==> src/rtl/aps_pkg.sv <==
package aps_pkg;
   typedef enum logic [1:0] {
      ST_IDLE    = 2'd0,
      ST_SETTLE  = 2'd1,
      ST_COLLECT = 2'd2
   } cal_state_e;
endpackage

==> src/rtl/aps_err_accum.sv <==
module aps_err_accum #(
   parameter int ERR_W    = 8,
   parameter int AVG_LOG2 = 2,
   localparam int SUM_W   = ERR_W + AVG_LOG2
) (
   input  logic                    clk,
   input  logic                    rst,
   input  logic                    clear,
   input  logic                    take,
   input  logic signed [ERR_W-1:0] err_in,
   output logic [SUM_W-1:0]        sum_out,
   output logic                    last_out
);
   logic [ERR_W-1:0]    raw;
   logic [ERR_W-1:0]    mag;
   logic [SUM_W-1:0]    acc_q;
   logic [AVG_LOG2-1:0] cnt_q;

   generate
      if (ERR_W < 2) begin : g_bad_err_w
         $error("aps_err_accum: ERR_W must be at least 2");
      end
      if (AVG_LOG2 < 1 || AVG_LOG2 > 8) begin : g_bad_avg
         $error("aps_err_accum: AVG_LOG2 must be within 1..8");
      end
   endgenerate

   // magnitude fits in ERR_W unsigned bits, including the most negative value
   assign raw      = err_in;
   assign mag      = raw[ERR_W-1] ? (~raw + 1'b1) : raw;
   assign sum_out  = acc_q + SUM_W'(mag);
   assign last_out = &cnt_q;

   always_ff @(posedge clk) begin
      if (rst || clear) begin
         acc_q <= '0;
         cnt_q <= '0;
      end else if (take) begin
         if (last_out) begin
            acc_q <= '0;
            cnt_q <= '0;
         end else begin
            acc_q <= sum_out;
            cnt_q <= cnt_q + 1'b1;
         end
      end
   end
endmodule

==> src/rtl/aps_min_track.sv <==
module aps_min_track #(
   parameter int CODE_W = 4,
   parameter int VAL_W  = 10
) (
   input  logic              clk,
   input  logic              rst,
   input  logic              clear,
   input  logic              cand_en,
   input  logic [VAL_W-1:0]  cand_val,
   input  logic [CODE_W-1:0] cand_code,
   output logic              win,
   output logic [CODE_W-1:0] best_code
);
   logic [VAL_W-1:0]  best_val_q;
   logic [CODE_W-1:0] best_code_q;

   generate
      if (CODE_W < 1) begin : g_bad_code_w
         $error("aps_min_track: CODE_W must be positive");
      end
   endgenerate

   // strict compare: an equal later candidate never replaces an earlier one
   assign win       = cand_val < best_val_q;
   assign best_code = best_code_q;

   always_ff @(posedge clk) begin
      if (rst || clear) begin
         best_val_q  <= '1;
         best_code_q <= '0;
      end else if (cand_en && win) begin
         best_val_q  <= cand_val;
         best_code_q <= cand_code;
      end
   end
endmodule

==> src/rtl/aps_inj_reg.sv <==
module aps_inj_reg #(
   parameter int INJ_W   = 3,
   parameter int INJ_MAX = 5
) (
   input  logic             clk,
   input  logic             rst,
   input  logic             wr,
   input  logic [INJ_W-1:0] wdata,
   output logic [INJ_W-1:0] level
);
   localparam logic [INJ_W-1:0] TOP = INJ_W'(INJ_MAX);
   logic [INJ_W-1:0] level_q;

   generate
      if (INJ_MAX < 1 || INJ_MAX >= (1 << INJ_W)) begin : g_bad_max
         $error("aps_inj_reg: INJ_MAX must fit in INJ_W bits");
      end
   endgenerate

   assign level = level_q;

   always_ff @(posedge clk) begin
      if (rst) begin
         level_q <= '0;
      end else if (wr) begin
         level_q <= (wdata > TOP) ? TOP : wdata;
      end
   end
endmodule

==> src/rtl/aperture_cal_ctrl.sv <==
module aperture_cal_ctrl #(
   parameter int CODE_W   = 4,
   parameter int ERR_W    = 8,
   parameter int AVG_LOG2 = 2,
   parameter int SETTLE_W = 6,
   parameter int INJ_W    = 3,
   parameter int INJ_MAX  = 5
) (
   input  logic                    clk,
   input  logic                    rst,
   input  logic                    start,
   input  logic [SETTLE_W-1:0]     settle_cycles,
   input  logic                    err_valid,
   input  logic signed [ERR_W-1:0] err_data,
   input  logic                    inj_wr,
   input  logic [INJ_W-1:0]        inj_wdata,
   output logic [INJ_W-1:0]        inj_level,
   output logic [CODE_W-1:0]       rot_code,
   output logic [CODE_W-1:0]       best_code,
   output logic                    done
);
   import aps_pkg::*;

   localparam int SUM_W = ERR_W + AVG_LOG2;
   localparam logic [CODE_W-1:0] LAST_CODE = {CODE_W{1'b1}};

   generate
      if (SETTLE_W < 1) begin : g_bad_settle
         $error("aperture_cal_ctrl: SETTLE_W must be positive");
      end
   endgenerate

   cal_state_e          state_q;
   logic [CODE_W-1:0]   code_q;
   logic [CODE_W-1:0]   hold_q;
   logic [SETTLE_W-1:0] settle_q;
   logic                done_q;

   logic                take;
   logic                last_sample;
   logic                final_sample;
   logic                clear_acc;
   logic                clear_best;
   logic [SUM_W-1:0]    sum_w;
   logic                win_w;
   logic [CODE_W-1:0]   best_w;

   assign take         = (state_q == ST_COLLECT) && err_valid;
   assign final_sample = take && last_sample;
   assign clear_acc    = (state_q != ST_COLLECT);
   assign clear_best   = (state_q == ST_IDLE) && start;

   aps_err_accum #(.ERR_W(ERR_W), .AVG_LOG2(AVG_LOG2)) u_accum (
      .clk      (clk),
      .rst      (rst),
      .clear    (clear_acc),
      .take     (take),
      .err_in   (err_data),
      .sum_out  (sum_w),
      .last_out (last_sample)
   );

   aps_min_track #(.CODE_W(CODE_W), .VAL_W(SUM_W)) u_min (
      .clk       (clk),
      .rst       (rst),
      .clear     (clear_best),
      .cand_en   (final_sample),
      .cand_val  (sum_w),
      .cand_code (code_q),
      .win       (win_w),
      .best_code (best_w)
   );

   aps_inj_reg #(.INJ_W(INJ_W), .INJ_MAX(INJ_MAX)) u_inj (
      .clk   (clk),
      .rst   (rst),
      .wr    (inj_wr),
      .wdata (inj_wdata),
      .level (inj_level)
   );

   always_ff @(posedge clk) begin
      if (rst) begin
         state_q  <= ST_IDLE;
         code_q   <= '0;
         hold_q   <= '0;
         settle_q <= '0;
         done_q   <= 1'b0;
      end else begin
         done_q <= 1'b0;
         unique case (state_q)
            ST_IDLE: begin
               if (start) begin
                  state_q  <= ST_SETTLE;
                  code_q   <= '0;
                  settle_q <= '0;
               end
            end
            ST_SETTLE: begin
               if (settle_q == settle_cycles) begin
                  state_q <= ST_COLLECT;
               end else begin
                  settle_q <= settle_q + 1'b1;
               end
            end
            ST_COLLECT: begin
               if (final_sample) begin
                  if (code_q == LAST_CODE) begin
                     state_q <= ST_IDLE;
                     hold_q  <= win_w ? code_q : best_w;
                     done_q  <= 1'b1;
                  end else begin
                     state_q  <= ST_SETTLE;
                     code_q   <= code_q + 1'b1;
                     settle_q <= '0;
                  end
               end
            end
            default: state_q <= ST_IDLE;
         endcase
      end
   end

   assign rot_code  = (state_q == ST_IDLE) ? hold_q : code_q;
   assign best_code = best_w;
   assign done      = done_q;
endmodule

==> config.mk <==
export PLATFORM = sky130hd
export DESIGN_NAME = aperture_cal_ctrl
export DESIGN_NICKNAME = d
export VERILOG_FILES = /design/src/rtl/aps_pkg.sv /design/src/rtl/aps_err_accum.sv /design/src/rtl/aps_min_track.sv /design/src/rtl/aps_inj_reg.sv /design/src/rtl/aperture_cal_ctrl.sv
export SDC_FILE = /design/constraint.sdc
export NUM_CORES = 1
export LEC_CHECK = 0
export ABC_AREA = 1
export BUFFER_PORTS_ARGS = -buffer_cell sky130_fd_sc_hd__buf_4
export CORE_MARGIN = 2
export CORE_UTILIZATION = 55
export CTS_CLUSTER_DIAMETER = 150
export DETAILED_ROUTE_END_ITERATION = 7
export PLACE_DENSITY = 0.8
export SLEW_MARGIN = 20
export SYNTH_ARGS = -nofsm -noshare
export SYNTH_HDL_FRONTEND = slang
export SYNTH_SLANG_ARGS = --single-unit
==> constraint.sdc <==
create_clock -name clk -period 6.1 [get_ports clk]
set_input_delay 1.22 -clock clk [delete_from_list [all_inputs] [get_ports clk]]
set_output_delay 1.22 -clock clk [all_outputs]
set_load 0.005 [all_outputs]
==> results of run 1 <==
-- flip-flops by register name (all words and copies together), names as in the netlist --
| signal | flops |
|---|---|
| state_q | 2 |
| u_inj.level | 3 |
| u_min.best_code | 4 |
| u_accum.cnt_q | 2 |
| code_q | 4 |
| hold_q | 4 |
| settle_q | 6 |
| u_min.best_val_q | 10 |
| done | 1 |
| u_accum.acc_q | 10 |
-- final cells by class --
| class | count | area (µm²) |
|---|---|---|
| fillers | 513 | 1828 |
| clock buffers | 6 | 82.58 |
| clock inverters | 2 | 12.51 |
| flip-flops and latches | 46 | 920.9 |
| well taps | 70 | 87.58 |
| inverters | 64 | 245.2 |
| multi-input cells | 332 | 1780 |
| repair buffers | 33 | 247.7 |
-- power breakdown --
| group | total [mW] | internal (mW) | switching [mW] |
|---|---|---|---|
| Combinational | 0.0913 | 0.0339 | 0.0574 |
| Sequential | 0.309 | 0.305 | 0.00417 |
| Clock | 0.196 | 0.0912 | 0.104 |
-- worst register-to-register path, stage by stage, from the launching register on --
cell     delay, ps
dfxtp_1        340
ha_1           200
inv_1           70
fa_1           410
o21ai_1        270
xor2_1         330
ha_1           300
nand2_1         80
inv_1           40
nand2_1         60
nand2_1         60
nand2_1        180
nand3_2        170
nor2_4         300
nor2_1          80
nor2_1         120
-- metal layers --
layer,up-vias,GRT usage (%),part of all wire [%]
met5,-,0,0
met4,0,5.088,0.33
met3,2,3.605,4.3
met2,48,38.02,48
met1,1283,28.74,47
li1,1496,-,-
-- logic make-up (layout without fill, tap and decap cells) --
family / Yosys count / count (layout) / synth area share (%)
compound gates: 60 / 60 / 11.03
simple gates: 242 / 242 / 36.45
buf+inv: 73 / 105 / 10.15
flops: 46 / 46 / 30.63
xor+xnor: 8 / 8 / 2.331
fa+ha+maj: 22 / 22 / 9.405
-- through the flow --
step | power [mW] | utilization, %
final | 0.5958 | 64.88
after global routing | 0.6262 | 64.88
after CTS | 0.6034 | 64.88
after detailed placement | 0.4066 | 63.05
after global placement | 0.4043 | 63.05
after floorplan | 0.3792 | -
-- cells in the final DEF (no fill, tap or decap), types with 2 or more instances in the layout --
cell / n
a21boi_0: 2
o21ai_0: 15
nor3_1: 2
inv_1: 60
xor2_1: 6
buf_4: 33
nand3_1: 32
nand2_2: 3
a21oi_2: 3
a21o_1: 2
a211oi_1: 2
inv_2: 3
nand2_1: 135
o21ai_1: 4
nor2_4: 3
a21oi_1: 29
dfxtp_1: 46
nand2_4: 3
nor2_2: 2
nor2_1: 46
nor3b_1: 2
ha_1: 21
clkbuf_8: 6
nand4_1: 5
xnor2_1: 2
nand3_2: 4
-- final timing paths --
path,start,end,slack (ps),depth (start not counted)
min reg2reg,u_accum.acc_q[0],u_accum.acc_q[0],470,2
max reg2reg,u_accum.acc_q[0],u_min.best_code[2],3040,15
max,err_data[2],u_min.best_code[2],1950,18
min,u_accum.acc_q[0],u_accum.acc_q[0],470,2
==> flow_summary.ini, run 1 <==
[detailed_routing]
num_vias = 2829
wl_um = 6368
final_antenna_net_count = 0
drc = 0
vias_per_cell = 5.116
wire_per_inst_um = 11.52
dr.pass1.iters = 4
drt-initial-drc-count = 137

[clock_network]
cts_max_level = 2
postCtsSetupBuffers = 0
cts_buffers = 5
cts_tree = built
clock_sinks = 46
cts_hold_buf = 0
clkSlewWorstSetupHoldPaths_ps = 90
post_cts_resized = 0
clkLatencyLatePin_ps = 300
cts-root-buf = clkbuf_8
clockBufferDepth = 2

[placed_design]
port-buffer-count = 33
dp.cells = 545
gp_congestion = 0.8939
post-place-ws_ps = 1640
hpwl_um = 4812
postPlaceCellArea_um2 = 3282

[die]
fp.coreArea_um2 = 5205
io_pins = 34
die_y_um = 77.94
initial_utilization_pct = 57.76
dieArea_um2 = 6074
dieWidth_um = 77.94
rows = 26

[worst_hold_path]
hp-class = reg2reg

[logic_synthesis]
syn-num-nets = 495
synth_top_flop_cell = dfxtp_1
synth-seq-cells = 46
ys_warn_count = 0
ys_types = 37
yosysSeqAreaShare_pct = 30.63
synth_area_um2 = 3007
synth.most_common_cell = nand2_1
synth-edff-count = 0
synth_top_area_share_pct = 30.63
synth_top_cell_by_area = dfxtp_1
avgSynthCellArea_um2 = 6.667
async_flop_share_pct = 0
synthTopCellsByCount = nand2_1 (135), inv_1 (60), dfxtp_1 (46), nor2_1 (46), nand3_1 (32)
syn_inst = 451
synth_area_leaders = dfxtp_1 (31%), nand2_1 (17%), ha_1 (8.7%)

[critical_path]
cp-start-kind = input port
arrival_ps = 4370
cpMaxStageDelayCell = ha_1
criticalPathCategory = in2reg
cp_top_family = simple AND/OR/NAND/NOR gates
worst-path-buf-inv = 2
cpMostUsedCell = nand2_1
slowest_delay_ps = 340
path_cells = buf_4 -> nor3_1 -> nand2_1 -> nor4_1 -> ha_1 -> nand2_1 -> inv_1 -> a21boi_0 -> nand3_1 -> nand2_1 -> nand2_1 -> ha_1 -> a21o_1 -> nor2_4 -> nand3_2 -> nor2_4 -> nor2_1 -> nor2_1
crit_path_end_kind = flip-flop
cp_data_required_time_ps = 6330
cp_max_fo = 14

[global_routing]
grt_pass1_wl_um = 11010
grt_overflow = 0
grt_pass1_vias = 2581
antenna_found_initial = 0
grt_max_degree = 18
grt.total_usage_pct = 22.01

[final_layout]
stdcell_area_um2 = 3377
area_delta_synth_final_pct = 12.32
diodes = 0
drive_above_1_share_pct = 13.46
nets = 526
final_cell_count_no_fill = 553

[sta]
finalHoldViolCount = 0
worst_pin_slew_ps = 1037
period_needed_ps = 4146
finalSetupViolations = 0
slew_headroom_pct = 30.86
finalCritPeriodShare_pct = 67.98
timing.fmax_mhz = 241.2
clock_skew_ps = 6.171
hold_ws_ps = 472.0
fin_setup_tns_ps = 0
final-max-slew-violation-count = 0
fin_ws_ps = 1954
rsz0062_at_grt = no

[outcome]
run_status = finished clean

[power_and_ir_drop]
p_per_area_nw_per_um2 = 176.4
power.leakage_nw = 1.738
peakVddDrop_v = 0.0001254

[job]
cap_viol_max_count = 0
Note: power is estimated with default switching activity, not from simulation.
==> run 2, diff against run 1 <==
- CORE_UTILIZATION: 55 -> 53
- clock period: 6.1 -> 3.35 ns (I/O delays scaled with it)
==> flow_summary.ini, run 2 (synthesis gave the netlist of run 1 again) <==
[die]
dieWidth_um = 79.32
fp.coreArea_um2 = 5507
die_y_um = 79.32
io_pins = 34
dieArea_um2 = 6292
rows = 27
initial_utilization_pct = 54.60

[detailed_routing]
wire_per_inst_um = 14.96
num_vias = 3321
drt-initial-drc-count = 333
drc = 0
wl_um = 9063
vias_per_cell = 5.480
final_antenna_net_count = 0
dr.pass1.iters = 5

[global_routing]
grt_max_degree = 18
antenna_found_initial = 0
grt.total_usage_pct = 26.48
grt_overflow = 0
grt_pass1_vias = 3057
grt_pass1_wl_um = 13410

[worst_hold_path]
hp-class = reg2reg

[critical_path]
arrival_ps = 3600
cp_max_fo = 6
endpoint = u_min.best_val_q[9]
cpMaxStageDelayCell = ha_1
cp-start-kind = input port
critPathLaunch = err_data[2]
cpMostUsedCell = nand2_2
r2r_slack_ps = 550
slowest_delay_ps = 340
cp_data_required_time_ps = 3550
r2r_end = u_min.best_val_q[9]
rr_worst_depth = 17
criticalPathCategory = in2reg
crit_path_end_kind = flip-flop
path_cells = buf_4 -> nor3_2 -> nand2_1 -> nor4_2 -> ha_1 -> nand2_2 -> inv_1 -> a21boi_4 -> nand3_2 -> nand2_2 -> nand2_2 -> ha_4 -> nand2_2 -> nor2_4 -> nand3_2 -> nand3_4 -> nor2_4 -> buf_4 -> nand2_1 -> nand3_1
timing.rr.start = u_accum.acc_q[0]

[clock_network]
clkLatencyLatePin_ps = 310
cts_hold_buf = 0
clock_sinks = 46
cts-root-buf = clkbuf_8
cts_max_level = 2
cts_tree = built
clkSlewWorstSetupHoldPaths_ps = 100
clockBufferDepth = 2
cts_buffers = 5

[placed_design]
port-buffer-count = 33
gp_congestion = 0.8961
dp.cells = 581
post-place-ws_ps = -405.8
hpwl_um = 5418

[final_layout]
layout_commonest_cell = nand2_1
final_cell_count_no_fill = 606
diodes = 0
fill_cells = 375
post-route-util_pct = 75.21
area_delta_synth_final_pct = 37.74
drive_above_1_share_pct = 30.71
top_regs = u_accum.acc_q x10, u_min.best_val_q x10, settle_q x6
layout_common_cells = nand2_1 (121), buf_4 (78), inv_1 (58), dfxtp_1 (46), nor2_1 (37)
nets = 577

[sta]
rsz0062_at_grt = yes
final-max-slew-violation-count = 0
finalHoldViolCount = 0
finalCritPeriodShare_pct = 101.4
finalSetupViolations = 6
timing.fmax_mhz = 294.4
period_needed_ps = 3397
slew_headroom_pct = 50.46
worst_pin_slew_ps = 740.3
clock_skew_ps = 17.56
fin_ws_ps = -46.53

[outcome]
violations = negative setup slack
run_status = finished, violations left

[power_and_ir_drop]
power.leakage_nw = 2.085
p_per_area_nw_per_um2 = 317.9
total_power_mw = 1.317
peakVddDrop_v = 0.0003485

[job]
cap_viol_max_count = 0
[run 2: changes by cell type in the layout (fill, tap and decap cells not counted), sizes merged]
cell | before | now
buf | 33 | 83
clkinvlp | 1 | 0
clkinv | 2 | 1
bufinv | 0 | 2
nand4 | 6 | 7
[run 2: what timing repair did]
action,4_1_cts,5_1_grt
gates resized for setup,15,62
gates cloned,1,0
setup endpoints to repair,17,19
setup buffers,11,5
pin swaps,19,35
hold endpoints to repair,0,0
[run 2: cell type report]
class	count	area, µm²	share of cell area, %
clock buffers	6	82.58	1.994
clock inverters	2	60.06	1.450
inverters	64	250.2	6.042
multi-input cells	333	2088	50.42
flip-flops and latches	46	920.9	22.24
well taps	72	90.09	2.175
repair buffers	83	649.4	15.68
[run 2: per-stage QoR]
step / cell area (µm²) / hold slack (ps) / setup TNS [ps]
after floorplan: 3010 / 441.5 / 0
after global placement: 3543 / 452.5 / -4258
after detailed placement: 3543 / 456.6 / -6790
after CTS: 3849 / 475.9 / 0
after global routing: 4141 / 504.5 / -2324
final: 4141 / 474.1 / -86.64
[run 2: how the worst min path moves through the flow]
| stage | from | to | slack (ps) | cells past startpoint |
|---|---|---|---|---|
| global placement | u_inj.level[1] | u_inj.level[1] | 450 | 2 |
| floorplan | u_accum.cnt_q[0] | u_accum.cnt_q[0] | 440 | 1 |
| detailed placement | u_min.best_val_q[0] | u_min.best_val_q[0] | 460 | 2 |
| CTS | u_accum.acc_q[4] | u_accum.acc_q[4] | 480 | 2 |
| global route | u_min.best_val_q[1] | u_min.best_val_q[1] | 500 | 2 |
| finish | u_inj.level[1] | u_inj.level[1] | 470 | 2 |
[run 2: critical path, delay by kind of cell]
| kind | cells | cell delay, ps |
|---|---|---|
| and+or+nand+nor | 14 | 1710 |
| adders and majority gates | 2 | 610 |
| buffers and inverters | 3 | 370 |
| AOI/OAI and AO/OA | 1 | 210 |
[run 2: metal layers]
layer	vias to the layer above	track usage, %	routed length [µm]
met5	-	0	0
met4	0	8.448	352
met3	42	4.205	489
met2	134	46.44	4576
met1	1546	33.14	3646
li1	1599	-	-
[run 2: report_power, final]
| part | switching, mW | leakage (nW) | internal [mW] |
|---|---|---|---|
| registers | 0.00803 | 0.372 | 0.555 |
| logic | 0.135 | 1.64 | 0.0984 |
| clock network | 0.202 | 0.0714 | 0.318 |
